### src/rtl/fifo_pair_bidir_pkg.sv
package fifo_pair_bidir_pkg;

   typedef enum logic [1:0] {
      CAP_ACC0 = 2'b00,
      CAP_ACC1 = 2'b01,
      CAP_ALU  = 2'b10,
      CAP_ALUX = 2'b11
   } cap_sel_e;

   typedef enum logic [1:0] {
      FLG_EMPTY = 2'b00,
      FLG_FULL  = 2'b01,
      FLG_AVAIL = 2'b10,
      FLG_ERROR = 2'b11
   } flag_sel_e;

endpackage

### src/rtl/fifo_pair_queue.sv
module fifo_pair_queue #(
   parameter int DW    = 8,
   parameter int DEPTH = 4
) (
   input  logic                         clk,
   input  logic                         rst_n,
   input  logic                         clr,
   input  logic                         wr,
   input  logic                         rd,
   input  logic [DW-1:0]                wdata,
   output logic [DW-1:0]                rdata,
   output logic [$clog2(DEPTH+1)-1:0]   level,
   output logic                         empty,
   output logic                         full,
   output logic                         ovf,
   output logic                         unf
);
   localparam int PW = (DEPTH > 1) ? $clog2(DEPTH) : 1;
   localparam int LW = $clog2(DEPTH + 1);
   localparam logic [PW-1:0] LAST = PW'(DEPTH - 1);
   localparam logic [LW-1:0] FULL_LVL = LW'(DEPTH);

   logic [DW-1:0] mem [DEPTH];
   logic [PW-1:0] rd_ptr, wr_ptr;
   logic [LW-1:0] count;
   logic          rd_ok, wr_ok;

   assign rd_ok = rd && (count != '0);
   assign wr_ok = wr && ((count != FULL_LVL) || rd_ok);

   function automatic logic [PW-1:0] bump(input logic [PW-1:0] p);
      return (p == LAST) ? '0 : p + PW'(1);
   endfunction

   always_ff @(posedge clk) begin
      if (!clr && wr_ok) mem[wr_ptr] <= wdata;
   end

   always_ff @(posedge clk or negedge rst_n) begin
      if (!rst_n) begin
         rd_ptr <= '0;
         wr_ptr <= '0;
         count  <= '0;
         rdata  <= '0;
         ovf    <= 1'b0;
         unf    <= 1'b0;
      end else if (clr) begin
         rd_ptr <= '0;
         wr_ptr <= '0;
         count  <= '0;
         rdata  <= '0;
         ovf    <= 1'b0;
         unf    <= 1'b0;
      end else begin
         if (wr_ok) wr_ptr <= bump(wr_ptr);
         if (rd_ok) begin
            rd_ptr <= bump(rd_ptr);
            rdata  <= mem[rd_ptr];
         end
         unique case ({wr_ok, rd_ok})
            2'b10:   count <= count + LW'(1);
            2'b01:   count <= count - LW'(1);
            default: count <= count;
         endcase
         if (wr && !wr_ok) ovf <= 1'b1;
         if (rd && !rd_ok) unf <= 1'b1;
      end
   end

   assign level = count;
   assign empty = (count == '0);
   assign full  = (count == FULL_LVL);

   p_level_max_r5: assert property (@(posedge clk) disable iff (!rst_n)
      count <= FULL_LVL);

   p_full_drop_r6: assert property (@(posedge clk) disable iff (!rst_n)
      (wr && !rd && !clr && count == FULL_LVL) |=> (count == FULL_LVL && ovf));

   p_empty_read_r7: assert property (@(posedge clk) disable iff (!rst_n)
      (rd && !clr && count == '0) |=> (unf && $stable(rdata)));

   p_hold_level_r8: assert property (@(posedge clk) disable iff (!rst_n)
      (wr && rd && !clr && count != '0) |=> $stable(count));

   p_clear_r9: assert property (@(posedge clk) disable iff (!rst_n)
      clr |=> (count == '0 && !ovf && !unf));

endmodule

### src/rtl/fifo_pair_port_mux.sv
module fifo_pair_port_mux
   import fifo_pair_bidir_pkg::*;
#(
   parameter int DW = 8
) (
   input  logic          dir,
   input  logic          bus_wr,
   input  logic          bus_rd,
   input  logic          dp_wr,
   input  logic          dp_rd,
   input  logic [DW-1:0] bus_wdata,
   input  logic [DW-1:0] acc0,
   input  logic [DW-1:0] acc1,
   input  logic [DW-1:0] alu,
   input  logic [1:0]    cap_sel,
   input  logic [DW-1:0] q_rdata,
   output logic          q_wr,
   output logic          q_rd,
   output logic [DW-1:0] q_wdata,
   output logic [DW-1:0] bus_rdata,
   output logic [DW-1:0] dp_rdata
);
   logic [DW-1:0] cap_val;

   always_comb begin
      unique case (cap_sel_e'(cap_sel))
         CAP_ACC0: cap_val = acc0;
         CAP_ACC1: cap_val = acc1;
         default:  cap_val = alu;
      endcase
   end

   assign q_wr      = dir ? dp_wr  : bus_wr;
   assign q_rd      = dir ? bus_rd : dp_rd;
   assign q_wdata   = dir ? cap_val : bus_wdata;
   assign bus_rdata = dir ? q_rdata : '0;
   assign dp_rdata  = dir ? '0 : q_rdata;

endmodule

### src/rtl/fifo_pair_flag_sel.sv
module fifo_pair_flag_sel
   import fifo_pair_bidir_pkg::*;
(
   input  logic       empty,
   input  logic       full,
   input  logic       ovf,
   input  logic       unf,
   input  logic [1:0] sel,
   output logic       flag
);
   always_comb begin
      unique case (flag_sel_e'(sel))
         FLG_EMPTY: flag = empty;
         FLG_FULL:  flag = full;
         FLG_AVAIL: flag = !empty;
         default:   flag = ovf || unf;
      endcase
   end
endmodule

### src/rtl/fifo_pair_bidir.sv
module fifo_pair_bidir #(
   parameter int NQ    = 2,
   parameter int DW    = 8,
   parameter int DEPTH = 4,
   localparam int LW   = $clog2(DEPTH + 1)
) (
   input  logic             clk,
   input  logic             rst_n,
   input  logic [NQ-1:0]    dir_i,
   input  logic [NQ-1:0]    clr_i,
   input  logic [NQ-1:0]    bus_wr_i,
   input  logic [NQ-1:0]    bus_rd_i,
   input  logic [DW-1:0]    bus_wdata_i,
   input  logic [NQ-1:0]    dp_wr_i,
   input  logic [NQ-1:0]    dp_rd_i,
   input  logic [DW-1:0]    acc0_i,
   input  logic [DW-1:0]    acc1_i,
   input  logic [DW-1:0]    alu_i,
   input  logic [2*NQ-1:0]  cap_sel_i,
   input  logic [2*NQ-1:0]  flag_sel_i,
   output logic [NQ*DW-1:0] bus_rdata_o,
   output logic [NQ*DW-1:0] dp_rdata_o,
   output logic [NQ*LW-1:0] level_o,
   output logic [NQ-1:0]    empty_o,
   output logic [NQ-1:0]    full_o,
   output logic [NQ-1:0]    ovf_o,
   output logic [NQ-1:0]    unf_o,
   output logic [NQ-1:0]    flag_o
);
   if (NQ < 1 || DW < 1 || DEPTH < 2) begin : g_bad_cfg
      $error("fifo_pair_bidir: NQ>=1, DW>=1, DEPTH>=2 required");
   end

   logic [NQ-1:0] dir_q;

   always_ff @(posedge clk or negedge rst_n) begin
      if (!rst_n) dir_q <= '0;
      else        dir_q <= dir_i;
   end

   for (genvar g = 0; g < NQ; g++) begin : g_q
      logic          q_wr, q_rd, q_clr;
      logic [DW-1:0] q_wdata, q_rdata;

      assign q_clr = clr_i[g] || (dir_i[g] != dir_q[g]);

      fifo_pair_port_mux #(.DW(DW)) u_mux (
         .dir       (dir_i[g]),
         .bus_wr    (bus_wr_i[g]),
         .bus_rd    (bus_rd_i[g]),
         .dp_wr     (dp_wr_i[g]),
         .dp_rd     (dp_rd_i[g]),
         .bus_wdata (bus_wdata_i),
         .acc0      (acc0_i),
         .acc1      (acc1_i),
         .alu       (alu_i),
         .cap_sel   (cap_sel_i[2*g +: 2]),
         .q_rdata   (q_rdata),
         .q_wr      (q_wr),
         .q_rd      (q_rd),
         .q_wdata   (q_wdata),
         .bus_rdata (bus_rdata_o[g*DW +: DW]),
         .dp_rdata  (dp_rdata_o[g*DW +: DW])
      );

      fifo_pair_queue #(.DW(DW), .DEPTH(DEPTH)) u_queue (
         .clk   (clk),
         .rst_n (rst_n),
         .clr   (q_clr),
         .wr    (q_wr),
         .rd    (q_rd),
         .wdata (q_wdata),
         .rdata (q_rdata),
         .level (level_o[g*LW +: LW]),
         .empty (empty_o[g]),
         .full  (full_o[g]),
         .ovf   (ovf_o[g]),
         .unf   (unf_o[g])
      );

      fifo_pair_flag_sel u_flag (
         .empty (empty_o[g]),
         .full  (full_o[g]),
         .ovf   (ovf_o[g]),
         .unf   (unf_o[g]),
         .sel   (flag_sel_i[2*g +: 2]),
         .flag  (flag_o[g])
      );

      p_dir_clear_r10: assert property (@(posedge clk) disable iff (!rst_n)
         (dir_i[g] != dir_q[g]) |=> (level_o[g*LW +: LW] == '0 && !ovf_o[g] && !unf_o[g]));
   end

endmodule

### config.mk
export PLATFORM = sky130hd
export DESIGN_NAME = fifo_pair_bidir
export DESIGN_NICKNAME = d
export VERILOG_FILES = /design/src/rtl/fifo_pair_bidir_pkg.sv /design/src/rtl/fifo_pair_queue.sv /design/src/rtl/fifo_pair_port_mux.sv /design/src/rtl/fifo_pair_flag_sel.sv /design/src/rtl/fifo_pair_bidir.sv
export SDC_FILE = /design/constraint.sdc
export NUM_CORES = 1
export LEC_CHECK = 0
export ABC_AREA = 1
export BUFFER_PORTS_ARGS = -buffer_cell sky130_fd_sc_hd__buf_2
export CAP_MARGIN = 20
export CORE_MARGIN = 1
export CORE_UTILIZATION = 50
export DETAILED_ROUTE_END_ITERATION = 10
export PLACE_DENSITY_LB_ADDON = 0.3
export SYNTH_ARGS = -nofsm -noshare
export SYNTH_HDL_FRONTEND = slang
export SYNTH_SLANG_ARGS = --single-unit
### constraint.sdc
create_clock -name clk -period 2.7 [get_ports clk]
set_input_delay 0.135 -clock clk [delete_from_list [all_inputs] [get_ports clk]]
set_output_delay 0.135 -clock clk [all_outputs]
set_load 0.01 [all_outputs]
---- Yosys cells after proc, flatten, opt, wreduce, memory -nomap -nowiden ----
Memories as Yosys holds them, arrays and structs flattened.
Cells that the tools add are included.
cells by class
  add/subtract/negate cells ............... 8
  multipliers ............................. 0
  div/mod/pow operators ................... 0
  $lt $le $gt $ge ......................... 0
  eq/ne operators ......................... 20
  shifts and indexed selects .............. 0
  muxes and demuxes ....................... 46
  bitwise logic cells ..................... 0
  reductions and logical operators ........ 42
operators with widths
  kind                   number
  $mux W8                10
  $pmux W8 S2            2
  $mux W2                12
  $eq A2 B2 Y1 const B   8
  $mux W1                16
  $reduce_bool A2 Y1     8
  $eq A2 B1 Y1 const B   6
  $pmux W3 S2            2
  $reduce_bool A3 Y1     4
  $logic_and A1 B1 Y1    10
  $add A2 B1 Y2 const B  4
  $logic_not A1 Y1       8
  $logic_not A2 Y1       4
  $add A3 B1 Y3 const B  2
  $eq A3 B3 Y1 const B   2
  $logic_not A3 Y1       2
  $logic_or A1 B1 Y1     6
  $mux W3                2
  $ne A3 B3 Y1 const B   2
  $pmux W1 S3            2
  $sub A3 B1 Y3 const B  2
  $ne A1 B1 Y1           2
storage, ports and cells
  register bits after elaboration ......... 36
  latch bits .............................. 0
  memory bits (writable) .................. 64
  ROM bits ................................ 0
  input port bits ......................... 54
  word-level logic and storage cells ...... 131
  memories kept ........................... 2
memory list
  memory              depth  width  read ports  clocked after memory_dff  wr ports  line                   RTL
  g_q[0].u_queue.mem  4      8      1           0                         1         fifo_pair_queue.sv:23  logic [DW-1:0] mem [DEPTH];
  g_q[1].u_queue.mem  4      8      1           0                         1         fifo_pair_queue.sv:23

---- Longest topological paths before layout ----
Gate-level depths: netlist (run 1).
  depth after elaboration ................. 8
  gate-level depth with buffers ........... 14
  mapped depth without buffers ............ 13

---- By module ----
From an unflattened synthesis (run 1), not the netlist that was laid out.
second synthesis, totals
  cell total of the unflattened synthesis .. 598
  area total of the unflattened synthesis .. 5,335.1 sq um
modules (own cells, without submodules)
  module                            times used  cells each  area each (sq um)
  fifo_pair_queue (g_q[0].u_queue)  1           181         2,108.3
  fifo_pair_queue (g_q[1].u_queue)  1           179         2,088.3
  fifo_pair_port_mux                2           102         476.7
  fifo_pair_bidir                   1           14          97.6
  fifo_pair_flag_sel                2           10          43.8

---- Worst setup path before layout (run 1) ----
No wires, ideal clock.
  kind .................................... reg-to-reg
  start ................................... reg g_q[0].u_queue.count[0]
  end ..................................... reg g_q[0].u_queue.count[2]
  library setup time ...................... 0.117 ns
  arrival ................................. 1.707 ns
  setup slack ............................. 0.876 ns
  stages on the path, launching flop included .. 13
  path through ............................ dfrtp_1 > nor2_1 > nand2_1 > nand2_4 > nor2_2 > fa_1 > xor2_1 > inv_1 > nand2_1 > nand2_1 > inv_1 > nand2_1 > nand2_1
on the way
  cells in the longest elaborated chain, start to end .. 7
  elaborated cells between the ends (all ways) .. 12
  those cells by class .................... add/sub: 2; eq/ne: 3; mux: 2; reduce/logical: 5
ends and longest elaborated chain
  what                                                 line                   RTL
  from (decl)                                          fifo_pair_queue.sv:25  logic [LW-1:0] count;
  from (signal assigned)                               fifo_pair_queue.sv:61  2'b10: count <= count + LW'(1);
  from (signal assigned)                               fifo_pair_queue.sv:62  2'b01: count <= count - LW'(1);
  from (signal assigned)                               fifo_pair_queue.sv:63  default: count <= count;
  $reduce_bool A3 Y1                                   fifo_pair_queue.sv:28  assign rd_ok = rd && (count != '0);
  $logic_and A1 B1 Y1                                  fifo_pair_queue.sv:28
  $logic_or A1 B1 Y1                                   fifo_pair_queue.sv:29  assign wr_ok = wr && ((count != FULL_LVL) || rd_ok);
  $logic_and A1 B1 Y1                                  fifo_pair_queue.sv:29
  $eq A2 B1 Y1 / $eq A2 B2 Y1 (equally long branches)  fifo_pair_queue.sv:60  unique case ({wr_ok, rd_ok})
  $pmux W3 S2                                          fifo_pair_queue.sv:60
  $mux W3                                              fifo_pair_queue.sv:47  end else if (clr) begin
Parallel ways exist; a longest one is shown, timed or not.
A chain may end at the register's enable or synchronous reset.

---- Final worst setup path (run 1) ----
  start ................................... reg g_q[1].u_queue.count[1]
  end ..................................... reg g_q[1].u_queue.count[2]
on the way
  cells in the longest elaborated chain, start to end .. 7
  elaborated cells between the ends (all ways) .. 12
  those cells by class .................... add/sub: 2; eq/ne: 3; mux: 2; reduce/logical: 5
ends and longest elaborated chain
  what                                                 line
  from (decl)                                          fifo_pair_queue.sv:25
  from (signal assigned)                               fifo_pair_queue.sv:61
  from (signal assigned)                               fifo_pair_queue.sv:62
  from (signal assigned)                               fifo_pair_queue.sv:63
  $reduce_bool A3 Y1                                   fifo_pair_queue.sv:28
  $logic_and A1 B1 Y1                                  fifo_pair_queue.sv:28
  $logic_or A1 B1 Y1                                   fifo_pair_queue.sv:29
  $logic_and A1 B1 Y1                                  fifo_pair_queue.sv:29
  $eq A2 B1 Y1 / $eq A2 B2 Y1 (equally long branches)  fifo_pair_queue.sv:60
  $pmux W3 S2                                          fifo_pair_queue.sv:60
  $mux W3                                              fifo_pair_queue.sv:47
Parallel ways exist; a longest one is shown, timed or not.

==> results of run 1 <==
-- layout by cell type, fill, tap and decap left out, drive strengths merged, types with 2 or more instances in the layout --
cell | netlist | final
clkinv | 4 | 6
buf | 22 | 108
bufinv | 0 | 3
fa | 2 | 2
inv | 90 | 91
dfrtp | 36 | 36
o21a | 2 | 2
o21ai | 26 | 26
ha | 10 | 10
clkbuf | 6 | 10
nand4 | 5 | 5
nand2 | 178 | 178
or2 | 2 | 2
nor2 | 45 | 45
o22ai | 18 | 18
xor2 | 2 | 2
nand3 | 62 | 62
a21oi | 21 | 21
edfxtp | 64 | 64
nor3 | 4 | 4
-- power by group --
| part | internal [mW] | leakage, nW | total (mW) | switching (mW) |
|---|---|---|---|---|
| registers | 1.68 | 1.07 | 1.70 | 0.0259 |
| logic | 0.128 | 1.79 | 0.389 | 0.261 |
| clock network | 0.619 | 0.121 | 1.13 | 0.511 |
-- worst max-delay path, delay by kind of cell (launching register included) --
family	cells	cell delay, ns
XOR/XNOR	1	0.16
adder cells (fa/ha/maj)	1	0.39
buffers and inverters	2	0.11
flip-flops	1	0.44
AND/OR/NAND/NOR	8	0.76
-- stage by stage --
| step | utilization, % | hold slack [ns] |
|---|---|---|
| 2_1_floorplan | - | -0.161 |
| 3_3_place_gp | 58.1 | 0.295 |
| 3_5_place_dp | 58.1 | 0.298 |
| 4_1_cts | 60.7 | 0.0942 |
| 5_1_grt | 60.7 | 0.108 |
| 6_report | 60.7 | 0.111 |
-- sequential cells by signal, summed over array words and instances, names as in the netlist --
| name | flops |
|---|---|
| dir_q | 2 |
| g_q.u_queue.level | 6 |
| g_q.u_queue.mem | 64 |
| g_q.u_queue.ovf | 2 |
| g_q.u_queue.rd_ptr | 4 |
| g_q.u_queue.rdata | 16 |
| g_q.u_queue.unf | 2 |
| g_q.u_queue.wr_ptr | 4 |
-- what timing repair did --
action                                 CTS  global route
hold buffers                             1             0
endpoints found under the hold margin   36             0
setup buffers                            0             0
gates resized for setup                  0             0
-- area by class of cell --
class / count / area (sq um)
multi-input cells: 380 / 1860
flip-flops and latches: 100 / 2820
clock buffers: 10 / 128
well taps: 133 / 166
fillers: 888 / 3900
clock inverters: 6 / 113
repair buffers: 109 / 568
inverters: 94 / 353
-- cells by family (layout without fill, tap and decap cells) --
kind of cell | count (synthesis) | after routing | share of synthesized area, %
AND/OR/NAND/NOR | 298 | 298 | 24.8
buffers and inverters | 122 | 219 | 10.0
flip-flops | 100 | 100 | 54.2
AO/OA/AOI/OAI | 68 | 68 | 7.43
adder cells (fa/ha/maj) | 12 | 12 | 3.17
XOR/XNOR | 2 | 2 | 0.337
-- worst min path at each step --
stage	from	to	cells past startpoint
2_1_floorplan	rst_n	dir_q[0]	0
3_3_place_gp	rst_n	g_q[0].u_queue.ovf	1
3_5_place_dp	rst_n	g_q[0].u_queue.unf	1
4_1_cts	clr_i[1]	g_q[1].u_queue.ovf	3
5_1_grt	clr_i[1]	g_q[1].u_queue.ovf	3
6_report	clr_i[1]	g_q[1].u_queue.ovf	3
-- layer usage --
layer  track usage, %  wire length [microns]  vias to the layer above
met2             35.0                   5220                      196
li1                 -                      -                     2119
met3             5.70                    999                       21
met5                0                      0                        -
met1             32.9                   5540                     1928
met4             8.78                    251                        0
==> summary.md, run 1 <==
| Metric | Value |
|---|---|
| Worst hold path type | input port to flip-flop |
| # IOs | 102 |
| Crit Path Class | flip-flop to flip-flop |
| Crit share post-route | 72.2% |
| CP endpoint | g_q[1].u_queue.level[2] |
| HPWL after DPL | roughly 9000 microns |
| Core box area | 9910 sq um |
| Via Count | about 4300 |
| Crit-path slowest cell | dfrtp_1 |
| Die ar. | 10800 sq um |
| Clk buf depth | 2 |
| Synth area leader | edfxtp_1 |
| Final WL | approximately 12000 microns |
| Pwr per Cell Area | around 540 nW/um^2 |
| Detailed router's first-iteration violation count | around 300 |
| Pre-CTS worst setup slack | just under 0.6 ns |
| Final worst slack | 0.751 ns |
| Worst r2r dst | g_q[1].u_queue.level[2] |
| Final #Nets | 760 |
| Largest cells by area after synthesis | edfxtp_1 37%, dfrtp_1 17%, nand2_1 12% |
| DR DRC count | 0 |
| Status | finished clean |
| Final ANT Viol Nets | 0 |
| Gate Count Post-Synth | approximately 600 |
| Slew @ Worst Pin | between 0.8 and 0.9 ns |
| Initial antenna violation count | 0 |
| TNS Setup | 0 ns |
| Peak VDD IR | 0.215 mV |
| First-pass GRT wire length | 19500 microns |
| Mapped cell area | around 5200 sq um |
| Crit path launch | g_q[1].u_queue.level[1] |
| R2R depth | 12 |
| CTS sink cnt | 100 |
| Synth top area share | ~37% |
| DRT Pass-1 Iters | 5 |
| Clock latency on the worst-skew pair | between 0.3 and 0.4 ns |
| GRT overflow | 0 |
| Seq/Total Area, Yosys | between 50% and 60% |
| Synth warn | 0 |
| Placed cell areas | between 5000 and 6000 sq um |
| Slew margin rel. | between 40 and 50% |
| Fin Clk Skew | around 0.0057 ns |
| Post-synthesis cell type count | 32 |
| Finished Layout Cells | between 800 and 900 |
| Type of destination of the critical path | flip-flop |
| Clock root buffer | clkbuf_8 |
| Fin area | 6010 sq um |
| Die Ht | approximately 100 microns |
| Critical path required time | between 2 and 3 ns |
| Synth Register Bits | 100 |
| R2R Setup Slk | between 0.7 and 0.8 ns |
| Critical path cell sequence | nor2_1 > nand2_1 > nand2_1 > nor2_1 > fa_1 > xor2_1 > inv_1 > nand2_1 > nand2_1 > inv_1 > nand2_1 > nand2_1 |
| Die X | 104 microns |
| Tmin final | roughly 1.9 ns |
| Share of layout cells above drive strength 1 | a little over a fifth |
| Max incr delay on CP | about 0.44 ns |
| Crit path top cell by count | nand2_1 |
| Leakage power | 2.98 nW |
| PortBufs | slightly above 100 |
| Initial Util | a little over half |
| Worst endpoint data arrival time | ~2.2 ns |
| Clk slew on worst S/H paths | ~0.09 ns |
| Area delta synth->final | 15.5% |
| Final setup vio count | 0 |
| CTS Buf Count | 9 |
| Worst setup SP type | flip-flop |
| Diode count | 0 |
| Crit-path max FO | 4 |
| Top cells by count, synth | 171 x nand2_1, 87 x inv_1, 64 x edfxtp_1, 60 x nand3_1, 42 x nor2_1 |
| CTS tree | yes |
| Cell total after placement | 815 |
| Final hold viol count | 0 |
| Vias in the first global route | a little under 4000 |
| Synthesized area per cell | about 8.6 sq um |
| Cell with the most instances after synthesis | nand2_1 |
| RSZ-0062 raised after global routing | no |
| EDFF count, synth | 64 |
| Final Power | ~3.2 mW |
| Final max-slew violation count | 0 |
| Maximum clock rate | ~510 MHz |
| Drt wl/cell | about 14 microns |
| Post-synthesis net count | 668 |
| Max_cap viols | 0 |
| Row count | 36 |
| Largest net degree at the start of global routing | 37 |
| Routed vias/inst | 5.13 |
| Most used DFF post-synth | edfxtp_1 |
| Total track usage | around a quarter |
| Worst r2r src | g_q[1].u_queue.level[1] |
| H-tree levels | 3 |
| Post-synth ARST share | approximately 36% |
| GP Congestion | between 0.8 and 0.9 |
(Power assumes the default switching activity.)
==> run 2: changes to the inputs <==
clock period = 2 ns   (was 2.7 ns; I/O delays follow)
==> run 2 against run 1 <==
Via count increased by 2.0%. Sequential share of layout area shrank 0.56 points. Global-route usage is essentially flat. Combinational power rose by 44%. Register-to-register slack worse by 0.62 ns. Utilization rose by 0.78 points. Final cell count up 1.8%. Critical path depth shrank 5. Non-clock buffer count is 15 higher. Sequential cell count unchanged. Critical endpoint is now g_q[1].u_queue.mem[1][5]. Largest cell class unchanged.
==> summary.md, run 2 (synthesis results as in run 1) <==
| Metric | Value |
|---|---|
| Share of layout cells above drive strength 1 | a little under a quarter |
| Die Ht | 104 microns |
| Final setup vio count | 0 |
| Leakage power | just over 3 nW |
| Final max-slew violation count | 0 |
| CTS sink cnt | 100 |
| Share of the core filled with cells | about three fifths |
| # fillers | about 880 |
| Most Crowded Layer GR | met2 |
| HPWL after DPL | 8980 microns |
| Worst r2r src | dir_q[1] |
| Clk buf depth | 2 |
| First-pass GRT wire length | a little under 20000 microns |
| Hold Path Cell Cnt | 4 |
| Slew margin rel. | roughly two fifths |
| Post-CTS Setup Inserts | 0 |
| PortBufs | 101 |
| Initial Util | a little over half |
| # IOs | slightly above 100 |
| CP endpoint | g_q[1].u_queue.mem[1][5] |
| Routed vias/inst | about 5.1 |
| Type of destination of the critical path | flip-flop |
| Final hold viol count | 0 |
| Biggest register | g_q.u_queue.mem |
| Met1 Resource Use GR | a little under a third |
| CTS tree | yes |
| Diode count | 0 |
| Crit Path Class | flip-flop to flip-flop |
| Crit-path max FO | 8 |
| Critical path cell sequence | inv_1 > nor2_2 > nor2_1 > o21ai_2 > nor2_1 > inv_1 > nor2_1 |
| Slew @ Worst Pin | roughly 0.9 ns |
| Clock latency on the worst-skew pair | roughly 0.37 ns |
| Row count | 36 |
| Vias in the first global route | 4148 |
| Peak VDD IR | between 0.3 and 0.4 mV |
| R2R Setup Slk | about 0.13 ns |
| R2R depth | 7 |
| Max incr delay on CP | roughly 0.54 ns |
| Detailed router's first-iteration violation count | ~330 |
| Clock root buffer | clkbuf_8 |
| Met2 GRT Util | a little under two fifths |
| Core box area | just under 10000 sq um |
| Crit share post-route | 93.6% |
| Max reg flops | 64 |
| Met3 GRT Util | between 4 and 5% |
| Fin Clk Skew | ~0.017 ns |
| Largest net degree at the start of global routing | 37 |
| Area delta synth->final | 17.0% |
| Max_cap viols | 0 |
| Critical path required time | 2.00 ns |
| Die ar. | 10800 sq um |
| GRT overflow | 0 |
| Worst endpoint data arrival time | about 1.9 ns |
| TNS Setup | 0 ns |
| Final #Nets | a little under 800 |
| Via Count | ~4400 |
| Drt wl/cell | around 14 microns |
| Crit path launch | dir_q[1] |
| Crit-path slowest cell | nor2_1 |
| Maximum clock rate | 534 MHz |
| GP Congestion | slightly above 0.8 |
| Total track usage | between 20% and 30% |
| H-tree levels | 3 |
| Final ANT Viol Nets | 0 |
| DR DRC count | 0 |
| Worst setup SP type | flip-flop |
| Worst hold path type | input port to flip-flop |
| Crit path top cell by count | nor2_1 |
| Worst r2r dst | g_q[1].u_queue.mem[1][5] |
| DRT Pass-1 Iters | 5 |
| Commonest non-fill, non-tap cell in the layout | nand2_1 |
| Status | finished clean |
| CTS Buf Count | 9 |
| Tmin final | roughly 1.9 ns |
| Die X | about 100 microns |
| Final WL | 12200 microns |
| Pwr per Cell Area | 665 nW/um^2 |
| Most frequent cells in the layout | 171 x nand2_1, 101 x buf_2, 87 x inv_1 |
| Clk slew on worst S/H paths | 0.10 ns |
| Initial antenna violation count | 0 |
==> run 2: cell count changes in the layout (fill, tap and decap cells not counted), moves of 2 or more <==
cell / before / now
bufinv_16: 3 / 0
inv_8: 0 / 2
dfrtp_1: 36 / 34
buf_4: 7 / 22
dfrtp_2: 0 / 2
nor2_1: 42 / 38
nor2_2: 3 / 7
clkinv_4: 1 / 4
==> run 2: repair_timing <==
item / CTS / global route
endpoints found under the hold margin: 36 / 0
hold buffers: 1 / 0
resized for setup: 0 / 7
setup endpoints to repair: 0 / 19
==> run 2: per-stage QoR <==
step,cell area [sq um],instances,setup slack [ns],total power [mW],hold WS [ns]
floorplan,5200,602,0.176,2.67,-0.196
global placement,5870,830,0.124,2.86,0.259
detailed placement,5870,830,0.0600,2.88,0.284
CTS,6070,847,0.0399,4.07,0.0493
global route,6090,847,-0.00214,4.23,0.0694
finish,6090,847,0.128,4.05,0.0657
==> run 2: layout make-up <==
class	count	area, sq um	share of cell area (%)
inverters	94	353	5.79
clock buffers	10	128	2.10
repair buffers	124	681	11.2
multi-input cells	380	1880	30.9
well taps	133	166	2.73
flip-flops and latches	100	2830	46.4
clock inverters	6	57.6	0.945
==> run 2: metal layers <==
layer | vias to the layer above | part of all wire (%)
met3 | 19 | 9.2
met1 | 1959 | 43
met5 | - | 0
li1 | 2150 | -
met2 | 222 | 46
met4 | 0 | 1.9
==> run 2: worst min path at each step <==
stage	start	to	slack, ns
2_1_floorplan	rst_n	dir_q[0]	-0.20
3_3_place_gp	rst_n	g_q[0].u_queue.unf	0.26
3_5_place_dp	rst_n	g_q[0].u_queue.unf	0.28
4_1_cts	clr_i[0]	g_q[0].u_queue.unf	0.05
5_1_grt	clr_i[0]	g_q[0].u_queue.unf	0.07
6_report	clr_i[0]	g_q[0].u_queue.unf	0.07
==> run 2: critical path, delay by kind of cell (launching register included) <==
family	cells	cell delay, ns
AO/OA/AOI/OAI	1	0.07
buffers and inverters	2	0.19
flip-flops	1	0.41
AND/OR/NAND/NOR	4	0.85
==> run 2: power breakdown <==
| part | internal [mW] | switching [mW] |
|---|---|---|
| sequential | 2.26 | 0.0249 |
| combinational | 0.194 | 0.367 |
| clock | 0.479 | 0.722 |
| total | 2.94 | 1.11 |
==> run 3: changes to the inputs <==
CELL_PAD_IN_SITES_DETAIL_PLACEMENT = 2   (was not set)
CELL_PAD_IN_SITES_GLOBAL_PLACEMENT = 2   (was not set)
CORE_UTILIZATION = 33   (was 50)
==> run 3 against run 2 <==
Global-route usage decreased by 1.4 points. Sequential share of layout area decreased by 2.5 points. Die area grew 50%. Combinational power is 11% higher. Routed wire length increased by 38%. Sequential cell count did not move. Non-clock buffer count is 5 higher. Final cell count up 9.8%. First-iteration DRC count shrank 26%. Clock power increased by 67%. Register-to-register slack got worse by 0.02 ns.
==> summary.md, run 3 (synthesis results as in run 1) <==
| Metric | Value |
|---|---|
| # fillers | between 1500 and 2000 |
| Clock root buffer | clkbuf_16 |
| Area delta synth->final | 23.7% |
| Share of layout cells above drive strength 1 | 25.0% |
| Status | finished clean |
| Worst endpoint data arrival time | ~2.1 ns |
| Critical path required time | roughly 2.3 ns |
| Initial Util | between 30% and 40% |
| Crit-path max FO | 5 |
| GP Congestion | around 0.79 |
| Maximum clock rate | between 500 and 600 MHz |
| DRT Pass-1 Iters | 5 |
| Tmin final | around 1.9 ns |
| Post-CTS Setup Inserts | 0 |
| Core box area | roughly 15000 sq um |
| Biggest register | g_q.u_queue.mem |
| Drt wl/cell | ~18 microns |
| Area of the multi-input gates | about 1900 sq um |
| Power share of the combinational group | between 10% and 20% |
| Worst r2r dst | g_q[0].u_queue.level[2] |
| TNS Setup | 0 ns |
| Worst setup SP type | flip-flop |
| Final setup vio count | 0 |
| Via Count | about 4500 |
| H-tree levels | 3 |
| Die ar. | between 15000 and 20000 sq um |
| CTS tree | yes |
| Die Ht | approximately 130 microns |
| Share of the core filled with cells | around 42% |
| Placed cell areas | around 6000 sq um |
| Slew margin rel. | a little over half |
| Final Power | just under 5 mW |
| Final max-slew violation count | 0 |
| Clock power frac | 40.7% |
| Pwr per Cell Area | around 760 nW/um^2 |
| Reg power frac | between 40% and 50% |
| Total track usage | between 20% and 30% |
| Final #Nets | between 700 and 800 |
| Leakage power | between 3 and 4 nW |
| Routed vias/inst | 4.88 |
| GRT overflow | 0 |
| Commonest non-fill, non-tap cell in the layout | nand2_1 |
| # IOs | about 100 |
| Crit share post-route | a little over nine tenths |
| Cell total after placement | approximately 910 |
| HPWL after DPL | between 10000 and 15000 microns |
| Clk buf depth | 2 |
| Hold EP | g_q[0].u_queue.unf |
| Worst r2r src | g_q[0].u_queue.level[0] |
| Diode count | 0 |
| Fin area | ~6400 sq um |
| Hold Path Cell Cnt | 4 |
| R2R Setup Slk | ~0.11 ns |
| Clk slew on worst S/H paths | 0.07 ns |
| Worst hold path type | input port to flip-flop |
| Initial antenna violation count | 1 |
| Row count | between 40 and 50 |
| Clock latency on the worst-skew pair | about 0.35 ns |
| Internal power | ~3.7 mW |
| Sequential Area | approximately 2800 sq um |
| CTS Buf Count | 9 |
| PortBufs | around 100 |
| Fin Clk Skew | between 0.005 and 0.006 ns |
| First-pass GRT wire length | about 27000 microns |
| Final ANT Viol Nets | 0 |
| Switching power | 1.25 mW |
| Final hold viol count | 0 |
| CTS sink cnt | 100 |
| Max_cap viols | 0 |
| Final WL | around 17000 microns |
| Crit Path Class | flip-flop to flip-flop |
| Largest net degree at the start of global routing | 37 |
| Finished Layout Cells | a little over 900 |
| Most frequent cells in the layout | 168 x nand2_1, 101 x buf_2, 87 x inv_1 |
| Die X | 128 microns |
| Peak VDD IR | 0.497 mV |
| Vias in the first global route | ~5000 |
| Type of destination of the critical path | flip-flop |
| Switching Share | around a quarter |
| R2R depth | 12 |
| DR DRC count | 0 |
| Max reg flops | between 60 and 70 |
| Slew @ Worst Pin | a little under 0.7 ns |
| Detailed router's first-iteration violation count | around 240 |
| Hold_sp | clr_i[0] |
## run 3: cell types whose count changed in the layout (fill, tap and decap cells not counted), moves of 3 or more
cell	before	now
nor2_4	0	6
clkinv_4	4	0
nor2_2	7	3
clkbuf_16	0	9
clkbuf_8	9	3
buf_4	22	26
nand2_1	171	168
## run 3: layout make-up
class / instances / area share (%)
Sequential cell: 100 / 43.9
Timing Repair Buffer: 129 / 11.2
Multi-Input combinational cell: 380 / 30.1
Clock buffer: 13 / 4.20
Inverter: 94 / 5.48
Clock inverter: 3 / 1.05
Tap cell: 211 / 4.10
## run 3: what timing repair did
action / CTS / global route
hold endpoints to repair: 37 / 0
hold buffers: 2 / 0
gates cloned: 0 / 0
setup endpoints to repair: 33 / 66
gates resized for setup: 2 / 20
## run 3: critical path, cell delays in order (launching register included)
cell	delay, ns
dfrtp_1	0.48
nor2_4	0.17
nand2_4	0.10
nand2_4	0.08
nor2_2	0.04
fa_2	0.37
xor2_2	0.19
inv_1	0.07
nand2_1	0.06
nand2_1	0.08
inv_1	0.04
nand2_1	0.05
nand2_1	0.04
## run 3: worst max-delay path by stage
stage,from,cells after the start,slack (ns),to
2_1_floorplan,g_q[0].u_queue.level[0],12,0.18,g_q[0].u_queue.level[2]
3_3_place_gp,g_q[1].u_queue.level[1],6,0.10,g_q[1].u_queue.mem[1][3]
3_5_place_dp,g_q[1].u_queue.level[1],6,-0.09,g_q[1].u_queue.mem[0][6]
4_1_cts,g_q[1].u_queue.level[1],6,-0.10,g_q[1].u_queue.mem[0][0]
5_1_grt,g_q[0].u_queue.level[0],12,-0.02,g_q[0].u_queue.level[2]
6_report,g_q[0].u_queue.level[0],12,0.11,g_q[0].u_queue.level[2]
## run 3: power by group through the flow
stage	clock [mW]	combinational, mW	sequential [mW]
CTS	2.04	0.620	2.29
detailed placement	0	0.609	2.34
global route	2.11	0.698	2.30
global placement	0	0.567	2.33
finish	2.00	0.625	2.29
floorplan	0	0.340	2.33
## run 3: stage by stage
step	hold WS, ns	worst slack [ns]
2_1_floorplan	-0.196	0.176
3_3_place_gp	0.192	0.102
3_5_place_dp	0.202	-0.0870
4_1_cts	0.0570	-0.102
5_1_grt	0.0972	-0.0236
6_report	0.0811	0.111
## run 3: routing by layer
| metal | GRT usage [%] | vias up | part of all wire, % |
|---|---|---|---|
| li1 | - | 2157 | - |
| met1 | 27.1 | 2249 | 43 |
| met2 | 38.4 | 108 | 51 |
| met3 | 3.85 | 21 | 3.7 |
| met4 | 7.68 | 0 | 1.9 |
| met5 | 0 | - | 0 |
